**config.mk**
```make
export PLATFORM = sky130hd
export DESIGN_NAME = tsb_top
export DESIGN_NICKNAME = d
export VERILOG_FILES = /design/src/rtl/tsb_pkg.sv /design/src/rtl/tsb_counter.sv /design/src/rtl/tsb_datapath.sv /design/src/rtl/tsb_snap_ctrl.sv /design/src/rtl/tsb_top.sv
export SDC_FILE = /design/constraint.sdc
export NUM_CORES = 1
export LEC_CHECK = 0
export BUFFER_PORTS_ARGS = -buffer_cell sky130_fd_sc_hd__buf_2
export CORE_MARGIN = 10
export CORE_UTILIZATION = 40
export DETAILED_ROUTE_END_ITERATION = 8
export PLACE_DENSITY = 0.63
export SLEW_MARGIN = 20
export SYNTH_ARGS = -nofsm -noshare
export SYNTH_HDL_FRONTEND = slang
export SYNTH_HIERARCHICAL = 1
export SYNTH_SLANG_ARGS = --single-unit
```
**constraint.sdc**
```tcl
create_clock -name clk -period 2.4 [get_ports clk]
set_input_delay 0.48 -clock clk [delete_from_list [all_inputs] [get_ports clk]]
set_output_delay 0.48 -clock clk [all_outputs]
set_load 0.01 [all_outputs]
```
**src/rtl/tsb_pkg.sv**
```systemverilog
package tsb_pkg;

  localparam int unsigned OFF_TS_LO = 32'h0;
  localparam int unsigned OFF_TS_HI = 32'h4;
  localparam int unsigned OFF_US    = 32'h8;
  localparam int unsigned OFF_OSC   = 32'hC;

  typedef enum logic [2:0] {
    SN_IDLE,
    SN_HIA,
    SN_LO,
    SN_HIB,
    SN_CMP
  } snapState_t;

  typedef struct packed {
    logic capHiA;
    logic capLo;
    logic capHiB;
    logic rollHi;
    logic publish;
  } snapStrobes_t;

endpackage

```
**src/rtl/tsb_counter.sv**
```systemverilog
module tsb_counter #(
  parameter int W = 32
) (
  input  logic         clk,
  input  logic         rstN,
  input  logic         tick,
  output logic [W-1:0] count
);

  always_ff @(posedge clk) begin
    if (!rstN)     count <= '0;
    else if (tick) count <= count + 1'b1;
  end

endmodule

```
**src/rtl/tsb_datapath.sv**
```systemverilog
module tsb_datapath
  import tsb_pkg::*;
#(
  parameter int TS_W   = 56,
  parameter int LO_W   = 32,
  parameter int CNT_W  = 32,
  parameter int DATA_W = 32,
  parameter int ADDR_W = 12
) (
  input  logic                clk,
  input  logic                rstN,
  input  logic                tickTs,
  input  logic                tickUs,
  input  logic                tickOsc,
  input  logic                rdEn,
  input  logic [ADDR_W-1:0]   rdAddr,
  input  snapStrobes_t        strb,
  output logic                rdValid,
  output logic [DATA_W-1:0]   rdData,
  output logic [TS_W-1:0]     tsNow,
  output logic [CNT_W-1:0]    usNow,
  output logic [CNT_W-1:0]    oscNow,
  output logic                hiMatch,
  output logic [TS_W-1:0]     snapValue
);

  localparam int HI_W = TS_W - LO_W;

  logic [DATA_W-1:0] readWord;
  logic [HI_W-1:0]   hiA;
  logic [HI_W-1:0]   hiB;
  logic [LO_W-1:0]   loS;

  tsb_counter #(.W(TS_W)) tsCnt_i (
    .clk(clk), .rstN(rstN), .tick(tickTs), .count(tsNow)
  );

  tsb_counter #(.W(CNT_W)) usCnt_i (
    .clk(clk), .rstN(rstN), .tick(tickUs), .count(usNow)
  );

  tsb_counter #(.W(CNT_W)) oscCnt_i (
    .clk(clk), .rstN(rstN), .tick(tickOsc), .count(oscNow)
  );

  // Word select: only aligned, mapped offsets return data.
  always_comb begin
    readWord = '0;
    if (rdAddr == ADDR_W'(OFF_TS_LO))      readWord = DATA_W'(tsNow[LO_W-1:0]);
    else if (rdAddr == ADDR_W'(OFF_TS_HI)) readWord = DATA_W'(tsNow[TS_W-1:LO_W]);
    else if (rdAddr == ADDR_W'(OFF_US))    readWord = DATA_W'(usNow);
    else if (rdAddr == ADDR_W'(OFF_OSC))   readWord = DATA_W'(oscNow);
  end

  always_ff @(posedge clk) begin
    if (!rstN) begin
      rdValid <= 1'b0;
      rdData  <= '0;
    end else begin
      rdValid <= rdEn;
      rdData  <= rdEn ? readWord : '0;
    end
  end

  // Snapshot sample registers, steered by the control strobes.
  always_ff @(posedge clk) begin
    if (!rstN) begin
      hiA       <= '0;
      hiB       <= '0;
      loS       <= '0;
      snapValue <= '0;
    end else begin
      if (strb.capHiA)  hiA <= tsNow[TS_W-1:LO_W];
      if (strb.rollHi)  hiA <= hiB;
      if (strb.capLo)   loS <= tsNow[LO_W-1:0];
      if (strb.capHiB)  hiB <= tsNow[TS_W-1:LO_W];
      if (strb.publish) snapValue <= {hiB, loS};
    end
  end

  assign hiMatch = (hiA == hiB);

endmodule

```
**src/rtl/tsb_snap_ctrl.sv**
```systemverilog
module tsb_snap_ctrl
  import tsb_pkg::*;
#(
  parameter int RETRY_W = 8
) (
  input  logic               clk,
  input  logic               rstN,
  input  logic               snapStart,
  input  logic               hiMatch,
  output snapStrobes_t       strb,
  output logic               snapDone,
  output logic [RETRY_W-1:0] snapRetries
);

  snapState_t state;
  snapState_t stateNext;

  always_comb begin
    strb      = '0;
    stateNext = state;
    case (state)
      SN_IDLE: if (snapStart) stateNext = SN_HIA;
      SN_HIA: begin
        strb.capHiA = 1'b1;
        stateNext   = SN_LO;
      end
      SN_LO: begin
        strb.capLo = 1'b1;
        stateNext  = SN_HIB;
      end
      SN_HIB: begin
        strb.capHiB = 1'b1;
        stateNext   = SN_CMP;
      end
      SN_CMP: begin
        if (hiMatch) begin
          strb.publish = 1'b1;
          stateNext    = SN_IDLE;
        end else begin
          strb.rollHi = 1'b1;
          stateNext   = SN_LO;
        end
      end
      default: stateNext = SN_IDLE;
    endcase
  end

  always_ff @(posedge clk) begin
    if (!rstN) begin
      state       <= SN_IDLE;
      snapDone    <= 1'b0;
      snapRetries <= '0;
    end else begin
      state    <= stateNext;
      snapDone <= strb.publish;
      if (state == SN_IDLE && snapStart)           snapRetries <= '0;
      else if (strb.rollHi && snapRetries != '1)   snapRetries <= snapRetries + 1'b1;
    end
  end

endmodule

```
**src/rtl/tsb_top.sv**
```systemverilog
module tsb_top
  import tsb_pkg::*;
#(
  parameter int TS_W    = 56,
  parameter int LO_W    = 32,
  parameter int CNT_W   = 32,
  parameter int DATA_W  = 32,
  parameter int ADDR_W  = 12,
  parameter int RETRY_W = 8
) (
  input  logic               clk,
  input  logic               rstN,
  input  logic               tickTs,
  input  logic               tickUs,
  input  logic               tickOsc,
  input  logic               rdEn,
  input  logic [ADDR_W-1:0]  rdAddr,
  output logic               rdValid,
  output logic [DATA_W-1:0]  rdData,
  input  logic               snapStart,
  output logic               snapDone,
  output logic [TS_W-1:0]    snapValue,
  output logic [RETRY_W-1:0] snapRetries
);

  snapStrobes_t      strb;
  logic              hiMatch;
  logic [TS_W-1:0]   tsNow;
  logic [CNT_W-1:0]  usNow;
  logic [CNT_W-1:0]  oscNow;

  tsb_datapath #(
    .TS_W(TS_W), .LO_W(LO_W), .CNT_W(CNT_W), .DATA_W(DATA_W), .ADDR_W(ADDR_W)
  ) dp_i (
    .clk(clk), .rstN(rstN),
    .tickTs(tickTs), .tickUs(tickUs), .tickOsc(tickOsc),
    .rdEn(rdEn), .rdAddr(rdAddr), .strb(strb),
    .rdValid(rdValid), .rdData(rdData),
    .tsNow(tsNow), .usNow(usNow), .oscNow(oscNow),
    .hiMatch(hiMatch), .snapValue(snapValue)
  );

  tsb_snap_ctrl #(.RETRY_W(RETRY_W)) ctrl_i (
    .clk(clk), .rstN(rstN), .snapStart(snapStart), .hiMatch(hiMatch),
    .strb(strb), .snapDone(snapDone), .snapRetries(snapRetries)
  );

endmodule

```
# --- Yosys cells after proc, flatten, opt, wreduce, memory -nomap -nowiden ---
# Index checks and enable logic that the tools add are counted.
totals:
  ff_bits: 301
  in_bits: 19
  out_inout_bits: 98
  wordCells: 49
op_classes:
  addsub: 4
  eq_ne: 10
  mux: 15
  bitwise: 1
  reduce_logical: 7
op_table:
  columns: ["cell", "count"]
  rows:
  - ["$mux 32", 4]
  - ["$add 32x1->32 const B", 2]
  - ["$add 56x1->56 const B", 1]
  - ["$mux 24", 2]
  - ["$eq 12x4->1 const B", 2]
  - ["$eq 24x24->1", 1]
  - ["$pmux 3 s5", 1]
  - ["$eq 12x3->1 const B", 1]
  - ["$logic_not 12->1", 1]
  - ["$add 8x1->8 const B", 1]
  - ["$ne 8x8->1 const B", 1]
  - ["$eq 3x2->1 const B", 2]
  - ["$mux 1", 5]
  - ["$mux 2", 2]
  - ["$eq 3x1->1 const B", 1]
  - ["$eq 3x3->1 const B", 1]
  - ["$logic_not 3->1", 1]
  - ["$mux 3", 1]
  - ["$logic_and 1x1->1", 2]
  - ["$ne 2x2->1 const B", 1]
  - ["$reduce_and 2->1", 1]
  - ["$reduce_bool 2->1", 1]
  - ["$reduce_or 2->1", 1]
  - ["$not 1->1", 1]

# --- Longest topological paths before layout ---
depth:
  word_depth: 5
  depth_mapped: 10
  mapped_depth_nobuf: 8

# --- Cells and area by module ---
# Netlist, hierarchy kept.
modules_own_cells:
  columns: ["module", "instances", "cells_per_inst", "area_per_inst_um2", "seq_area_each_um2"]
  rows:
  - ["tsb_datapath", 1, 686, 7435.9, 3383.2]
  - ["tsb_counter (dp_i.oscCnt_i ...)", 2, 176, 1562.7, 640.6]
  - ["tsb_counter (dp_i.tsCnt_i)", 1, 323, 2751.4, 1121.1]
  - ["tsb_snap_ctrl", 1, 60, 585.6, 240.2]

# --- Worst setup path before layout ---
# No wires, ideal clock.
synth_path:
  kind: "register -> register"
  from: "reg dp_i.hiB[18]"
  to: "reg dp_i.snapValue[15]"
  setup_ps: 116
  arrival_ps: 2227
  required_time_ps: 2284
  setup_slack_ps: 57
  stages_incl_launch_ff: 10
  path_buffers: 2
  period_less_slack_ps: 2343
  cell_sequence: "dfxtp_1 -> xor2_1 -> nor4_1 -> nand4_1 -> nor3_1 -> and4bb_2 -> buf_2 -> buf_2 -> mux2i_1 -> nor2b_1"
synth_rtl:
  columns: ["item", "line_no", "text"]
  rows:
  - ["from (decl)", "tsb_datapath.sv:31", "logic [HI_W-1:0] hiB;"]
  - ["from (signal assigned)", "tsb_datapath.sv:76", "if (strb.capHiB) hiB <= tsNow[TS_W-1:LO_W];"]
  - ["to (signal assigned)", "tsb_datapath.sv:77", "if (strb.publish) snapValue <= {hiB, loS};"]
  - ["to (decl)", "tsb_datapath.sv:24", "output logic [TS_W-1:0] snapValue"]

==> out/qor.txt <==
RUN STATUS
-----------------------------------------------------------------------------------------------------
Status                                                                                   complete, no violations

FLOORPLAN
-----------------------------------------------------------------------------------------------------
Initial Util                                                                                    40.4%
Horizontal die dimension                                                                       206 um
Area inside the core boundary                                                              34,400 um2
Number of cell rows                                                                                68
Vertical extent of the die                                                                     206 um
Count of pins on the block boundary                                                               117
Die area                                                                                   42,600 um2

PLACED DESIGN
-----------------------------------------------------------------------------------------------------
IO buf count                                                                                      116
Placed Cells incl. Taps                                                                         1,980
Routability Congestion                                                                          0.890
Placed Area                                                                                15,200 um2
Final HPWL from detailed placement                                                          25,700 um

CLOCK NETWORK
-----------------------------------------------------------------------------------------------------
Clock tree sinks                                                                                  301
Number of buffers on the longest clock path                                                         3
Register clock-pin slew on the reported worst setup and hold paths                              60 ps
CTS H-Tree Depth                                                                                    2
TritonCTS Buffers                                                                                  35
Root Driver                                                                                 clkbuf_16
CTS Hold Buffers Added                                                                              0
CTS tree                                                                                         done
Clock latency on the worst-skew pair                                                           510 ps

STA
-----------------------------------------------------------------------------------------------------
Hold violation count in the final report                                                            0
F_max                                                                                         433 MHz
Final setup violation count                                                                         0
Setup TNS                                                                                        0 ps
Clk_skew                                                                                      14.8 ps
Fin. max-slew vios                                                                                  0
Setup repair after global routing missed its margin                                              true
Max transition margin                                                                           59.4%
Final worst-path cycle share                                                                    96.1%
Post-Route Hold Slack                                                                          277 ps
Clock period minus worst slack                                                                2310 ps
Slew of the pin with the lowest slew margin                                                    605 ps

CELLS AND AREA
-----------------------------------------------------------------------------------------------------
Cell area after layout                                                                     16,600 um2
Diode count                                                                                         0
Register cell area after layout                                                              6030 um2
Layout Area Growth over Synthesis                                                               19.6%
Number of nets in the layout                                                                    1,592
Area of the multi-input gates                                                                7360 um2
Proportion of layout cells with a drive suffix above 1                                          20.2%
Non-filler instance count after layout                                                          2,048
Filler Cell Count                                                                               3,216

SYNTHESIS
-----------------------------------------------------------------------------------------------------
Fraction of synthesized area in multiplexers                                                    14.9%
Post-synthesis area per instance                                                             9.78 um2
Cell area after technology mapping                                                         13,900 um2
Proportion of register bits with asynchronous set or reset after synthesis                         0%
Fraction of the yosys area taken by sequential cells                                            43.4%
Dominant combinational cell family by area after synthesis                               simple AND/OR/NAND/NOR gates
Post-synthesis share of cell area spent on full adders, half adders and majority gates         0.360%
Yosys warning total                                                                                 6
Top flip-flop cell by instance count after synthesis                                          dfxtp_1
Complex-gate fraction of the synthesized area                                                   9.09%
Simple-gate share of the synthesized area                                                       22.7%
Number of unique standard cell types used by synthesis                                             58
Number of standard cells after synthesis                                                        1,421
Xor/xnor share of the synthesized area                                                          5.61%
EDFF count, synth                                                                                   0
Number of register bits inferred by synthesis                                                     301
Post-synth net total                                                                            1,444

PWR
-----------------------------------------------------------------------------------------------------
Leakage                                                                                    0.00622 uW
Power per unit of standard cell area                                                       675 nW/um2
Design Power                                                                                11,200 uW
Peak ir drop on the vdd network                                                              0.427 mV

DRT
-----------------------------------------------------------------------------------------------------
Number of search-and-repair iterations in the first detailed-routing pass                           5
Residual antenna-violating net count after detailed routing                                         0
DRC marker count from the first detailed-route iteration                                          629
Wirelength, routed                                                                          36,500 um
Drt drc                                                                                             0
Average vias per placed instance                                                                 5.31
Count of vias placed by the detailed router                                                    10,900
Wire length per cell                                                                          17.8 um

CRITICAL PATH
-----------------------------------------------------------------------------------------------------
Highest net fanout along the worst path                                                             5
Critical path type                                                                       register to register
CP startpoint kind                                                                           register
Worst reg2reg setup slack                                                                       90 ps
Data required time at the worst endpoint                                                      2820 ps
Critical path data arrival time                                                               2730 ps
Element type at the critical path end                                                        register

GLOBAL ROUTE
-----------------------------------------------------------------------------------------------------
Number of antenna violations at the first check in global routing                                   0
First-pass GRT wire length                                                                  56,300 um
Vias in the first global route                                                                 10,300
Total routing resource utilization after global routing                                         16.3%
Largest net degree at the start of global routing                                                  97
GR Overflow Total                                                                                   0

WORST HOLD PATH
-----------------------------------------------------------------------------------------------------
Worst hold-check path type                                                               input pin to register

JOB
-----------------------------------------------------------------------------------------------------
Max-cap viol count                                                                                  0

[critical path: stages, from the launching register on]
cell	delay [ps]
dfxtp_1	450
xor2_2	220
nor4_2	90
nand4_1	110
nor3_2	60
buf_4	140
nor4b_4	270
buf_6	150
buf_12	110
o211ai_4	80
or3_1	360
a21oi_1	180
[final timing paths]
| kind | from | to | cells after the start |
|---|---|---|---|
| setup / recovery | dp_i/hiB[21] | ctrl_i/snapRetries[7] | 11 |
| hold / removal | rdEn | dp_i/rdValid | 2 |
| hold reg to reg | dp_i/oscCnt_i/count[31] | dp_i/oscCnt_i/count[31] | 2 |
| setup reg to reg | dp_i/hiB[21] | ctrl_i/snapRetries[7] | 11 |
[where the power goes]
part	switching [uW]	leakage (uW)	internal (uW)
clock	2100	0.000618	3720
sequential	23.0	0.00243	5010
combinational	219	0.00318	160
total	2340	0.00622	8890
[what timing repair did]
item                                    CTS  global route
hold endpoints to repair                  0             0
endpoints found under the setup margin    2            79
cloned                                    0             1
gates resized for setup                   1            17
pin swaps                                 0             1
setup buffers                             0             7
[metal layers]
metal  part of all wire (%)  global-route usage, %
met5                      0                      0
met4                    1.9                   4.56
met3                    6.4                   3.26
met2                     46                   25.6
met1                     46                   22.2
[state kept, by name, summed over array words and instances (netlist names), 8 cells and up]
register and flops:
dp_i/snapValue 56, dp_i/loS 32, dp_i/oscCnt_i/count 32, dp_i/usCnt_i/count 32, ctrl_i/snapRetries 8, dp_i/rdData 32
dp_i/hiA 24, dp_i/hiB 24, dp_i/tsCnt_i/count 56
[cell usage in the layout, fill, tap and decap left out, types with 32 or more instances in the layout]
cell type / count
and2_1: 32
buf_2: 115
buf_4: 76
clkbuf_16: 38
dfxtp_1: 298
mux2i_1: 204
nand2_1: 80
nand3_1: 36
nand4_1: 48
nor2_1: 100
nor2b_1: 112
o21ai_0: 42
xor2_1: 64
[logic make-up (layout without fill, tap and decap cells)]
| kind of cell | after synthesis | after routing |
|---|---|---|
| fa+ha+maj | 4 | 4 |
| xor+xnor | 89 | 89 |
| buf+inv | 110 | 282 |
| flops | 301 | 301 |
| compound gates | 160 | 160 |
| simple gates | 552 | 552 |
| mux | 205 | 205 |
[cell usage after synthesis, types with 22 or more instances]
library cell	n	area share, %
a21oi_1	30	1.1
a221oi_2	22	2.4
and2_1	32	1.4
buf_2	29	1.0
clkbuf_1	44	1.2
dfxtp_1	301	43
mux2i_1	204	15
nand2_1	80	2.2
nand2b_1	24	1.1
nand3_1	36	1.3
nand4_1	48	2.2
nor2_1	100	2.7
nor2b_1	112	5.0
o21ai_0	45	1.6
xnor2_1	24	1.5
xor2_1	65	4.1
[area by class of cell]
cell class                 instances  area share [%]
tap                              455            3.42
sequential                       301            36.3
multi-input combinational       1010            44.3
clock buffer                      48            6.12
clock inverter                    13            1.48
inverter                          21           0.474
timing repair buffer             200            7.95
[through the flow]
stage          setup WS (ps)  util [%]
2_1_floorplan           56.7         -
3_3_place_gp             114      44.3
3_5_place_dp           -5.60      44.3
4_1_cts                -25.4      48.0
5_1_grt                 10.0      48.4
6_report                92.7      48.4
Power figures use the tool's default switching activity.
